### src/rtl/swreg_pkg.sv
package swreg_pkg;

    typedef enum logic [1:0] {
        ST_IDLE  = 2'd0,
        ST_ISSUE = 2'd1,
        ST_WAIT  = 2'd2
    } seq_state_e;

    localparam logic [1:0] MODEL_A = 2'd0;
    localparam logic [1:0] MODEL_B = 2'd1;

    typedef struct packed {
        logic        wr;
        logic [4:0]  phy;
        logic [4:0]  regn;
        logic [15:0] data;
    } mdio_cmd_t;

    function automatic logic model_known(input logic [1:0] m);
        return (m == MODEL_A) || (m == MODEL_B);
    endfunction

endpackage

### src/rtl/swreg_addr_map.sv
module swreg_addr_map
    import swreg_pkg::*;
#(
    parameter int          OFS_W     = 18,
    parameter logic [17:0] ORDER_OFS = 18'h00098
) (
    input  logic [1:0]       model,
    input  logic             wr,
    input  logic [OFS_W-1:0] ofs,
    output logic [4:0]       page_phy,
    output logic [4:0]       page_reg,
    output logic [15:0]      page_val,
    output logic [4:0]       half_phy,
    output logic [4:0]       base_reg,
    output logic             low_first
);
    localparam int PAGE_W = OFS_W - 9;

    // Page value: offset bits above 8, zero-extended or truncated to 16 bits.
    generate
        if (PAGE_W >= 16) begin : g_page_trunc
            assign page_val = ofs[9 +: 16];
        end else begin : g_page_ext
            assign page_val = {{(16 - PAGE_W){1'b0}}, ofs[OFS_W-1:9]};
        end
    endgenerate

    assign page_phy  = (model == MODEL_A) ? 5'h1f : 5'h18;
    assign page_reg  = (model == MODEL_A) ? 5'h10 : 5'h00;
    assign half_phy  = {2'b10, ofs[8:6]};
    assign base_reg  = {ofs[5:2], 1'b0};
    // Reads always go low first; the one ordered register on model A is written low first.
    assign low_first = !wr || ((model == MODEL_A) && (ofs == ORDER_OFS[OFS_W-1:0]));

endmodule

### src/rtl/swreg_step_mux.sv
module swreg_step_mux
    import swreg_pkg::*;
(
    input  logic [1:0]  step,
    input  logic        wr,
    input  logic [31:0] wdata,
    input  logic [4:0]  page_phy,
    input  logic [4:0]  page_reg,
    input  logic [15:0] page_val,
    input  logic [4:0]  half_phy,
    input  logic [4:0]  base_reg,
    input  logic        low_first,
    output mdio_cmd_t   cmd,
    output logic        cur_hi
);
    always_comb begin
        cur_hi = (step == 2'd1) ? !low_first : low_first;
        if (step == 2'd0) begin
            cmd.wr   = 1'b1;
            cmd.phy  = page_phy;
            cmd.regn = page_reg;
            cmd.data = page_val;
        end else begin
            cmd.wr   = wr;
            cmd.phy  = half_phy;
            cmd.regn = {base_reg[4:1], cur_hi};
            cmd.data = !wr ? 16'h0000 : (cur_hi ? wdata[31:16] : wdata[15:0]);
        end
    end
endmodule

### src/rtl/swreg_pager.sv
module swreg_pager
    import swreg_pkg::*;
#(
    parameter int          OFS_W     = 18,
    parameter logic [17:0] ORDER_OFS = 18'h00098
) (
    input  logic             clk,
    input  logic             rst_n,
    input  logic             req_valid,
    input  logic             req_write,
    input  logic [1:0]       req_model,
    input  logic [OFS_W-1:0] req_offset,
    input  logic [31:0]      req_wdata,
    output logic             req_ready,
    output logic             done,
    output logic             done_err,
    output logic [31:0]      rdata,
    output logic             mdio_cmd_valid,
    output logic             mdio_cmd_write,
    output logic [4:0]       mdio_cmd_phy,
    output logic [4:0]       mdio_cmd_reg,
    output logic [15:0]      mdio_cmd_wdata,
    input  logic             mdio_rsp_valid,
    input  logic             mdio_rsp_err,
    input  logic [15:0]      mdio_rsp_rdata
);
    localparam logic [1:0] LAST_STEP = 2'd2;

    typedef struct packed {
        seq_state_e       st;
        logic [1:0]       step;
        logic             wr;
        logic [1:0]       model;
        logic [OFS_W-1:0] ofs;
        logic [31:0]      wdata;
        logic [15:0]      hbuf;
        logic             done;
        logic             err;
        logic [31:0]      rdata;
    } regs_t;

    regs_t q, d;

    logic [4:0]  page_phy, page_reg, half_phy, base_reg;
    logic [15:0] page_val;
    logic        low_first, cur_hi;
    mdio_cmd_t   cmd;

    swreg_addr_map #(.OFS_W(OFS_W), .ORDER_OFS(ORDER_OFS)) u_map (
        .model    (q.model),
        .wr       (q.wr),
        .ofs      (q.ofs),
        .page_phy (page_phy),
        .page_reg (page_reg),
        .page_val (page_val),
        .half_phy (half_phy),
        .base_reg (base_reg),
        .low_first(low_first)
    );

    swreg_step_mux u_mux (
        .step     (q.step),
        .wr       (q.wr),
        .wdata    (q.wdata),
        .page_phy (page_phy),
        .page_reg (page_reg),
        .page_val (page_val),
        .half_phy (half_phy),
        .base_reg (base_reg),
        .low_first(low_first),
        .cmd      (cmd),
        .cur_hi   (cur_hi)
    );

    always_comb begin
        d      = q;
        d.done = 1'b0;
        d.err  = 1'b0;
        case (q.st)
            ST_IDLE: begin
                if (req_valid) begin
                    if (!model_known(req_model)) begin
                        d.done  = 1'b1;
                        d.err   = 1'b1;
                        d.rdata = 32'h0;
                    end else begin
                        d.st    = ST_ISSUE;
                        d.step  = 2'd0;
                        d.wr    = req_write;
                        d.model = req_model;
                        d.ofs   = req_offset;
                        d.wdata = req_wdata;
                    end
                end
            end
            ST_ISSUE: d.st = ST_WAIT;
            ST_WAIT: begin
                if (mdio_rsp_valid) begin
                    if (mdio_rsp_err) begin
                        d.st    = ST_IDLE;
                        d.done  = 1'b1;
                        d.err   = 1'b1;
                        d.rdata = 32'h0;
                    end else if (q.step == LAST_STEP) begin
                        d.st    = ST_IDLE;
                        d.done  = 1'b1;
                        d.rdata = q.wr ? 32'h0 :
                                  (cur_hi ? {mdio_rsp_rdata, q.hbuf} : {q.hbuf, mdio_rsp_rdata});
                    end else begin
                        if (q.step == 2'd1) d.hbuf = mdio_rsp_rdata;
                        d.step = q.step + 2'd1;
                        d.st   = ST_ISSUE;
                    end
                end
            end
            default: d.st = ST_IDLE;
        endcase
    end

    always_ff @(posedge clk or negedge rst_n) begin
        if (!rst_n) begin
            q <= '0;
        end else begin
            q <= d;
        end
    end

    assign req_ready      = (q.st == ST_IDLE);
    assign done           = q.done;
    assign done_err       = q.err;
    assign rdata          = q.rdata;
    assign mdio_cmd_valid = (q.st == ST_ISSUE);
    assign mdio_cmd_write = cmd.wr;
    assign mdio_cmd_phy   = cmd.phy;
    assign mdio_cmd_reg   = cmd.regn;
    assign mdio_cmd_wdata = cmd.data;

    p_cmd_pulse_r10: assert property (@(posedge clk) disable iff (!rst_n)
        mdio_cmd_valid |=> !mdio_cmd_valid);

    p_done_pulse_r10: assert property (@(posedge clk) disable iff (!rst_n)
        done |=> !done);

    p_err_with_done_r7: assert property (@(posedge clk) disable iff (!rst_n)
        done_err |-> (done && rdata == 32'h0));

    p_abort_on_err_r7: assert property (@(posedge clk) disable iff (!rst_n)
        (q.st == ST_WAIT && mdio_rsp_valid && mdio_rsp_err) |=> (done && done_err && !mdio_cmd_valid));

    p_bad_model_r8: assert property (@(posedge clk) disable iff (!rst_n)
        (req_valid && req_ready && !model_known(req_model)) |=> (done && done_err && req_ready));

    p_page_write_first_r1: assert property (@(posedge clk) disable iff (!rst_n)
        (req_valid && req_ready && model_known(req_model)) |=> (mdio_cmd_valid && mdio_cmd_write));

endmodule

### config.mk
export PLATFORM = sky130hd
export DESIGN_NAME = swreg_pager
export DESIGN_NICKNAME = d
export VERILOG_FILES = /design/src/rtl/swreg_pkg.sv /design/src/rtl/swreg_addr_map.sv /design/src/rtl/swreg_step_mux.sv /design/src/rtl/swreg_pager.sv
export SDC_FILE = /design/constraint.sdc
export NUM_CORES = 1
export LEC_CHECK = 0
export BUFFER_PORTS_ARGS = -buffer_cell sky130_fd_sc_hd__buf_4
export CAP_MARGIN = 20
export CORE_AREA = 3 3 122 101
export DETAILED_ROUTE_END_ITERATION = 6
export DIE_AREA = 0 0 125 104
export HOLD_SLACK_MARGIN = 0.1
export PLACE_DENSITY = 0.78
export SKIP_LAST_GASP = 1
export SYNTH_ARGS = -nofsm -noshare
export SYNTH_HDL_FRONTEND = slang
export SYNTH_SLANG_ARGS = --single-unit
### constraint.sdc
create_clock -name clk -period 2.7 [get_ports clk]
set_clock_uncertainty 0.05 [all_clocks]
set_input_delay 0.135 -clock clk [delete_from_list [all_inputs] [get_ports clk]]
set_output_delay 0.135 -clock clk [all_outputs]
set_load 0.05 [all_outputs]
==> summary.md, run 1 <==
| Metric | Value |
|---|---|
| Post-route cell area | 7192 um^2 |
| Max Fclk | 384.3 MHz |
| Ys Warns | 0 |
| Mapped Avg Cell Area | 11.31 um^2 |
| MaxCap Viol Count | 0 |
| Top cell by count, worst path | buf_4 |
| TritonCTS Buffers | 9 |
| CTS tree | yes |
| Syn Nets | 537 |
| Fin crit period | 2.602 ns |
| Normalized max-slew margin | 50.28% |
| Largest net degree at the start of global routing | 61 |
| Async set-or-reset flop fraction in the synthesized netlist | 100.0% |
| Fin nets | 706 |
| Die W | 125 um |
| Worst Tran Pin Value | 0.7439 ns |
| Static leakage | 3.310 nW |
| Clock Path Buffers | 2 |
| Vias in the first global route | 4320 |
| CTS Sinks | 107 |
| Crit Path Category | reg2out |
| Clock group share of total power | 17.0% |
| Switching power | 3.762 mW |
| Worst setup SP type | register |
| Outcome | finished, final reports clean |
| Routed vias | 4152 |
| Clock-pin slew of the registers on the worst-case setup and hold paths | 0.07 ns |
| Die Area | 13000 um^2 |
| ANT cells | 0 |
| Top Ports | 137 |
| Commonest cells after routing, fill and taps aside | buf_4 (146), dfrtp_1 (107), dlygate4sd3_1 (71) |
| Tcrit/Tclk final | 96.37% |
| Int Power | 4.516 mW |
| Initial antenna violation count | 0 |
| Site Rows | 35 |
| Yosys reg bits | 107 |
| Critical path cell sequence | nor4_1 > nand3_1 > mux2i_4 > buf_4 > nor2_4 > o211ai_1 > buf_4 |
| CP arrival | 2.42 ns |
| I/O Buffers | 135 |
| First-pass GRT wire length | 22110 um |
| Area of the core | 11300 um^2 |
| Worst EP required | 2.52 ns |
| Reg2reg path depth | 6 |
| Most common cell after layout, fill and taps aside | buf_4 |
| Final hold vios | 0 |
| Seq pwr share | 31.5% |
| GRT Total Usage | 21.21% |
| Combinational share of power | 51.5% |
| Peak supply drop | 949.3 uV |
| Final ANT Viol Nets | 0 |
| Fin. max-slew vios | 0 |
| Pwr Density | 1151 nW/um^2 |
| Final WL | 13930 um |
| Worst skew pair latency | 0.35 ns |
| GPL Wtd Cong | 0.8220 |
| Count of unique library cells instantiated by Yosys | 38 |
| Remaining DRCs | 0 |
| Worst Path Max Fanout | 10 |
| Synth-to-layout area growth | 38.27% |
| Layout cell share with drive strength beyond 1 | 37.70% |
| Ys flop type | dfrtp_1 |
| Seq/Total Area, Yosys | 51.48% |
| Post-DP HPWL | 8937 um |
| Post-Synthesis Cells | 460 |
| Slowest stage cell, crit path | dfrtp_1 |
| Worst Hold Class | in2reg |
| Die Span Y | 104 um |
| Vias/cell | 5.309 |
| Hold path depth | 3 |
| Global route overflow | 0 |
| Final setup violation count | 0 |
| DR pass1 iterations | 4 |
| DP Worst Slack | 0.1575 ns |
| Max incr delay on CP | 0.41 ns |
| Clk root buf | clkbuf_16 |
| Area post-placement | 6111 um^2 |
| CP Capture Type | output pin |
| Final Core Density | 63.65% |
| DRT iter0 DRCs | 244 |
| Switching share of power | 45.44% |
| Syn Std Cell Area | 5201 um^2 |
| Initial core utilization | 46.04% |
| Final setup margin | 0.09806 ns |
| DR WL/cell | 17.81 um |
| Number of H-tree levels | 3 |
| EDFF count, synth | 0 |
per-stage QoR:
| stage | std cells | total power [mW] | TNS (ns) | hold WS (ns) |
|---|---|---|---|---|
| floorplan | 460 | 5.578 | 0 | -0.2106 |
| detailed placement | 692 | 6.639 | 0 | 0.08927 |
| global route | 782 | 8.691 | -0.0005644 | 0.1731 |
| global placement | 692 | 6.520 | 0 | 0.08427 |
| finish | 782 | 8.278 | 0 | 0.1613 |
| CTS | 779 | 8.152 | -0.4884 | 0.1590 |
registers in the layout (all words and copies together) (netlist names):
signal	cells
done_err	1
done	1
rdata	32
q	73
Yosys cell counts, types with 2 or more instances:
cell | n | share of area [%]
o21ai_1 | 7 | 0.67
a221o_1 | 32 | 6.2
nor4_1 | 3 | 0.36
nand2b_1 | 3 | 0.36
buf_2 | 14 | 1.3
a21oi_1 | 24 | 2.3
nor2b_1 | 6 | 0.72
nand4_1 | 10 | 1.2
buf_6 | 2 | 0.43
nand3_1 | 9 | 0.87
or2_2 | 3 | 0.36
nand2_1 | 45 | 3.2
o21ai_0 | 11 | 1.1
and2_1 | 16 | 1.9
mux2_2 | 64 | 14
clkbuf_1 | 12 | 0.87
buf_4 | 36 | 5.2
nor2_1 | 5 | 0.36
inv_1 | 8 | 0.58
ha_1 | 3 | 0.72
o211ai_1 | 9 | 1.3
dfrtp_1 | 107 | 51
nor3_1 | 16 | 1.5
metal layers:
metal / GRT usage, % / wire [um] / share of wire (%)
met3: 5.647 / 726 / 5.2
met2: 36.53 / 6975 / 50
met4: 5.031 / 174 / 1.2
met5: 0 / 0 / 0
met1: 26.78 / 6049 / 43
power by group through the flow:
stage                     sequential [mW]  clock, mW  combinational [mW]
after global routing                 2.69       1.51                4.49
after global placement               2.58          0                3.94
after floorplan                      2.51          0                3.06
final                                2.61       1.41                4.26
after detailed placement             2.63          0                4.01
after CTS                            2.60       1.43                4.12
final timing paths:
check,start,to,slack (ns)
max in group asynchronous,rst_n,rdata[26]$_DFFE_PN0P_,1.48
min reg2reg,q[38]$_DFFE_PN0P_,q[38]$_DFFE_PN0P_,0.45
max,q[95]$_DFFE_PN0P_,mdio_cmd_wdata[5],0.1
min in group asynchronous,rst_n,done_err$_DFF_PN0_,0.26
min,req_valid,done_err$_DFF_PN0_,0.16
max reg2reg,q[95]$_DFFE_PN0P_,rdata[13]$_DFFE_PN0P_,0.41
worst max-delay path, delay by kind of cell (launching register included):
family	cells	cell delay, ns
AND/OR/NAND/NOR	3	0.84
buffers and inverters	2	0.39
AO/OA/AOI/OAI	1	0.17
multiplexers	1	0.26
flip-flops	1	0.41
cell families after synthesis:
logic type	synth area share (%)
DFF	51.48
other	0.07210
adders and majority gates	0.7218
and+or+nand+nor	12.53
AOI/OAI and AO/OA	12.49
muxes	14.29
buffers and inverters	8.420
area by class of cell:
type,instances,area [um^2]
Clock buffer,11,232.7
Timing Repair Buffer,221,1864
Multi-Input combinational cell,282,2117
Inverter,8,30.03
Tap cell,148,185.2
Clock inverter,5,85.08
Fill cell,889,4106
Sequential cell,107,2678
repair_timing:
action,CTS,global route
cloned,0,1
pin swaps,1,2
hold buffers,71,0
setup buffers,0,2
endpoints found under the hold margin,104,0
gates resized for setup,1,6
setup endpoints to repair,11,17
Note: power is estimated with default switching activity, not from simulation.
==> run 2: changes to the inputs <==
- CORE_AREA: 3 3 122 101 -> 3 3 115 117
- DIE_AREA: 0 0 125 104 -> 0 0 118 120
- PLACE_DENSITY: 0.78 -> 0.7
- SYNTH_HIERARCHICAL: not set -> 1
==> summary.md, run 2 <==
| Metric | Value |
|---|---|
| Outcome | finished, final reports clean (unchanged) |
| CTS Sinks | 107 (unchanged) |
| Final ANT Viol Nets | 0 (unchanged) |
| Final WL | 13140 um (was 13930 um) |
| Worst Hold Class | in2async (was in2reg) |
| Routed vias | 3879 (was 4152) |
| Die Area | 14160 um^2 (was 13000 um^2) |
| Reg2reg path depth | 10 (was 6) |
| Die W | 118 um (was 125 um) |
| Remaining DRCs | 0 (unchanged) |
| CTS tree | yes (unchanged) |
| Post-route cell area | 7622 um^2 (was 7192 um^2) |
| Area post-placement | 6501 um^2 (was 6111 um^2) |
| Final Core Density | 61.15% (was 63.65%) |
| Worst r2r dst | rdata[9]$_DFFE_PN0P_ (was rdata[13]$_DFFE_PN0P_) |
| Global route overflow | 0 (unchanged) |
| Layout cell share with drive strength beyond 1 | 46.78% (was 37.70%) |
| Vias in the first global route | 4178 (was 4320) |
| Reg with most FFs | q (unchanged) |
| Most common cell after layout, fill and taps aside | buf_4 (unchanged) |
| CP Capture Type | output pin (unchanged) |
| Worst EP required | 2.52 ns (about the same) |
| Synth-to-layout area growth | 33.42% (was 38.27%) |
| Max reg flops | 73 (unchanged) |
| Overall power | 8.600 mW (was 8.278 mW) |
| Clock-pin slew of the registers on the worst-case setup and hold paths | 0.07 ns (about the same) |
| Fin crit period | 2.570 ns (was 2.602 ns) |
| Crit path capture | mdio_cmd_wdata[14] (was mdio_cmd_wdata[5]) |
| Vias/cell | 4.885 (was 5.309) |
| Commonest cells after routing, fill and taps aside | buf_4 (136), dfrtp_1 (107), mux2_2 (100) (was buf_4 (146), dfrtp_1 (107), dlygate4sd3_1 (71)) |
| Worst Path Max Fanout | 8 (was 10) |
| Post-DP HPWL | 8328 um (was 8937 um) |
| Normalized max-slew margin | 31.34% (was 50.28%) |
| RSZ-0062 raised after global routing | yes |
| Tcrit/Tclk final | 95.20% (was 96.37%) |
| Total negative slack | 0 ns (unchanged) |
| Initial antenna violation count | 0 (unchanged) |
| Die Span Y | 120 um (was 104 um) |
| TritonCTS Buffers | 9 (unchanged) |
| Final hold vios | 0 (unchanged) |
| Initial core utilization | 45.83% (was 46.04%) |
| Peak supply drop | 804.8 uV (was 949.3 uV) |
| ANT cells | 0 (unchanged) |
| Worst r2r src | q[99]$_DFFE_PN0P_ (was q[95]$_DFFE_PN0P_) |
| MaxCap Viol Count | 0 (unchanged) |
| I/O Buffers | 135 (unchanged) |
| DRT iter0 DRCs | 159 (was 244) |
| First-pass GRT wire length | 21170 um (was 22110 um) |
| Syn Std Cell Area | 5713 um^2 (was 5201 um^2) |
| Mapped Avg Cell Area | 12.34 um^2 (was 11.31 um^2) |
| Final setup violation count | 0 (unchanged) |
| Static leakage | 3.654 nW (was 3.310 nW) |
| R2R Setup Slk | 0.16 ns (was 0.41 ns) |
| Fin nets | 693 (was 706) |
| Worst setup SP type | register (unchanged) |
| Largest net degree at the start of global routing | 86 (was 61) |
| DR pass1 iterations | 4 (unchanged) |
| Worst Tran Pin Value | 1.026 ns (was 0.7439 ns) |
| Setup crit start | q[99]$_DFFE_PN0P_ (was q[95]$_DFFE_PN0P_) |
| Ys Warns | 6 (was 0) |
| GPL Wtd Cong | 0.7687 (was 0.8220) |
| Fin. max-slew vios | 0 (unchanged) |
| Number of H-tree levels | 3 (unchanged) |
| DP Cell Count | 704 (was 692) |
| Top Ports | 137 (unchanged) |
| Area of the core | 12470 um^2 (was 11300 um^2) |
| Max Fclk | 389.1 MHz (was 384.3 MHz) |
| Clock Path Buffers | 2 (unchanged) |
| GRT Total Usage | 18.67% (was 21.21%) |
| Site Rows | 41 (was 35) |
| Clk root buf | clkbuf_16 (unchanged) |
| CP arrival | 2.39 ns (was 2.42 ns) |
| Fin cells | 794 (was 782) |
| Post-Synthesis Cells | 463 (was 460) |
| Pwr Density | 1128 nW/um^2 (was 1151 nW/um^2) |
| DR WL/cell | 16.55 um (was 17.81 um) |
| Crit Path Category | reg2out (unchanged) |
| Worst skew pair latency | 0.35 ns (about the same) |
## run 2: worst min-delay path by stage
stage,endpoint,slack [ns],depth (start not counted)
2_1_floorplan,done$_DFF_PN0_,-0.21,0
3_3_place_gp,rdata[19]$_DFFE_PN0P_,-0.005,1
3_5_place_dp,rdata[19]$_DFFE_PN0P_,0.003,1
4_1_cts,rdata[19]$_DFFE_PN0P_,0.17,2
5_1_grt,rdata[19]$_DFFE_PN0P_,0.19,2
6_report,q[35]$_DFFE_PN0P_,0.17,2
## run 2: critical path: stages (launching register included)
cell and delay, ns:
dfrtp_1 0.41, nor4_2 0.30, nand3_1 0.12, o21ai_1 0.13, buf_4 0.15, xnor2_4 0.18, clkbuf_16 0.24, mux2i_1 0.20
o21ai_1 0.11, buf_6 0.19
## run 2: report_power, final
group / switching, mW / internal (mW) / total (mW)
clock: 0.580 / 0.727 / 1.31
sequential: 0.405 / 2.14 / 2.55
combinational: 2.61 / 2.13 / 4.75
## run 2: timing repair
item / 4_1_cts / 5_1_grt
buffers inserted: 0 / 1
resized for setup: 3 / 14
pin swaps: 0 / 4
hold buffers: 71 / 0
gates cloned: 0 / 2
endpoints found under the hold margin: 178 / 0
setup endpoints to repair: 37 / 16
## run 2: stage by stage
stage / worst slack, ns / hold slack, ns
after floorplan: 0.001316 / -0.2106
after global placement: -0.01705 / -0.005332
after detailed placement: -0.02386 / 0.002687
after CTS: -0.001849 / 0.1724
after global routing: -0.02272 / 0.1927
final: 0.1296 / 0.1715
## run 2: per-layer routing
layer	global-route usage (%)	vias up	share of wire, %
met5	0	-	0
met4	6.520	0	1.6
met3	5.514	13	6.2
met2	32.34	102	51
met1	22.17	1920	42
li1	-	1844	-
## run 2: layout make-up
| class | count | area [um^2] |
|---|---|---|
| timing repair buffer | 221 | 1961 |
| sequential | 107 | 2678 |
| clock inverter | 1 | 5.005 |
| clock buffer | 15 | 287.8 |
| inverter | 5 | 20.02 |
| tap | 172 | 215.2 |
| multi-input combinational | 273 | 2456 |
| fill | 991 | 4843 |
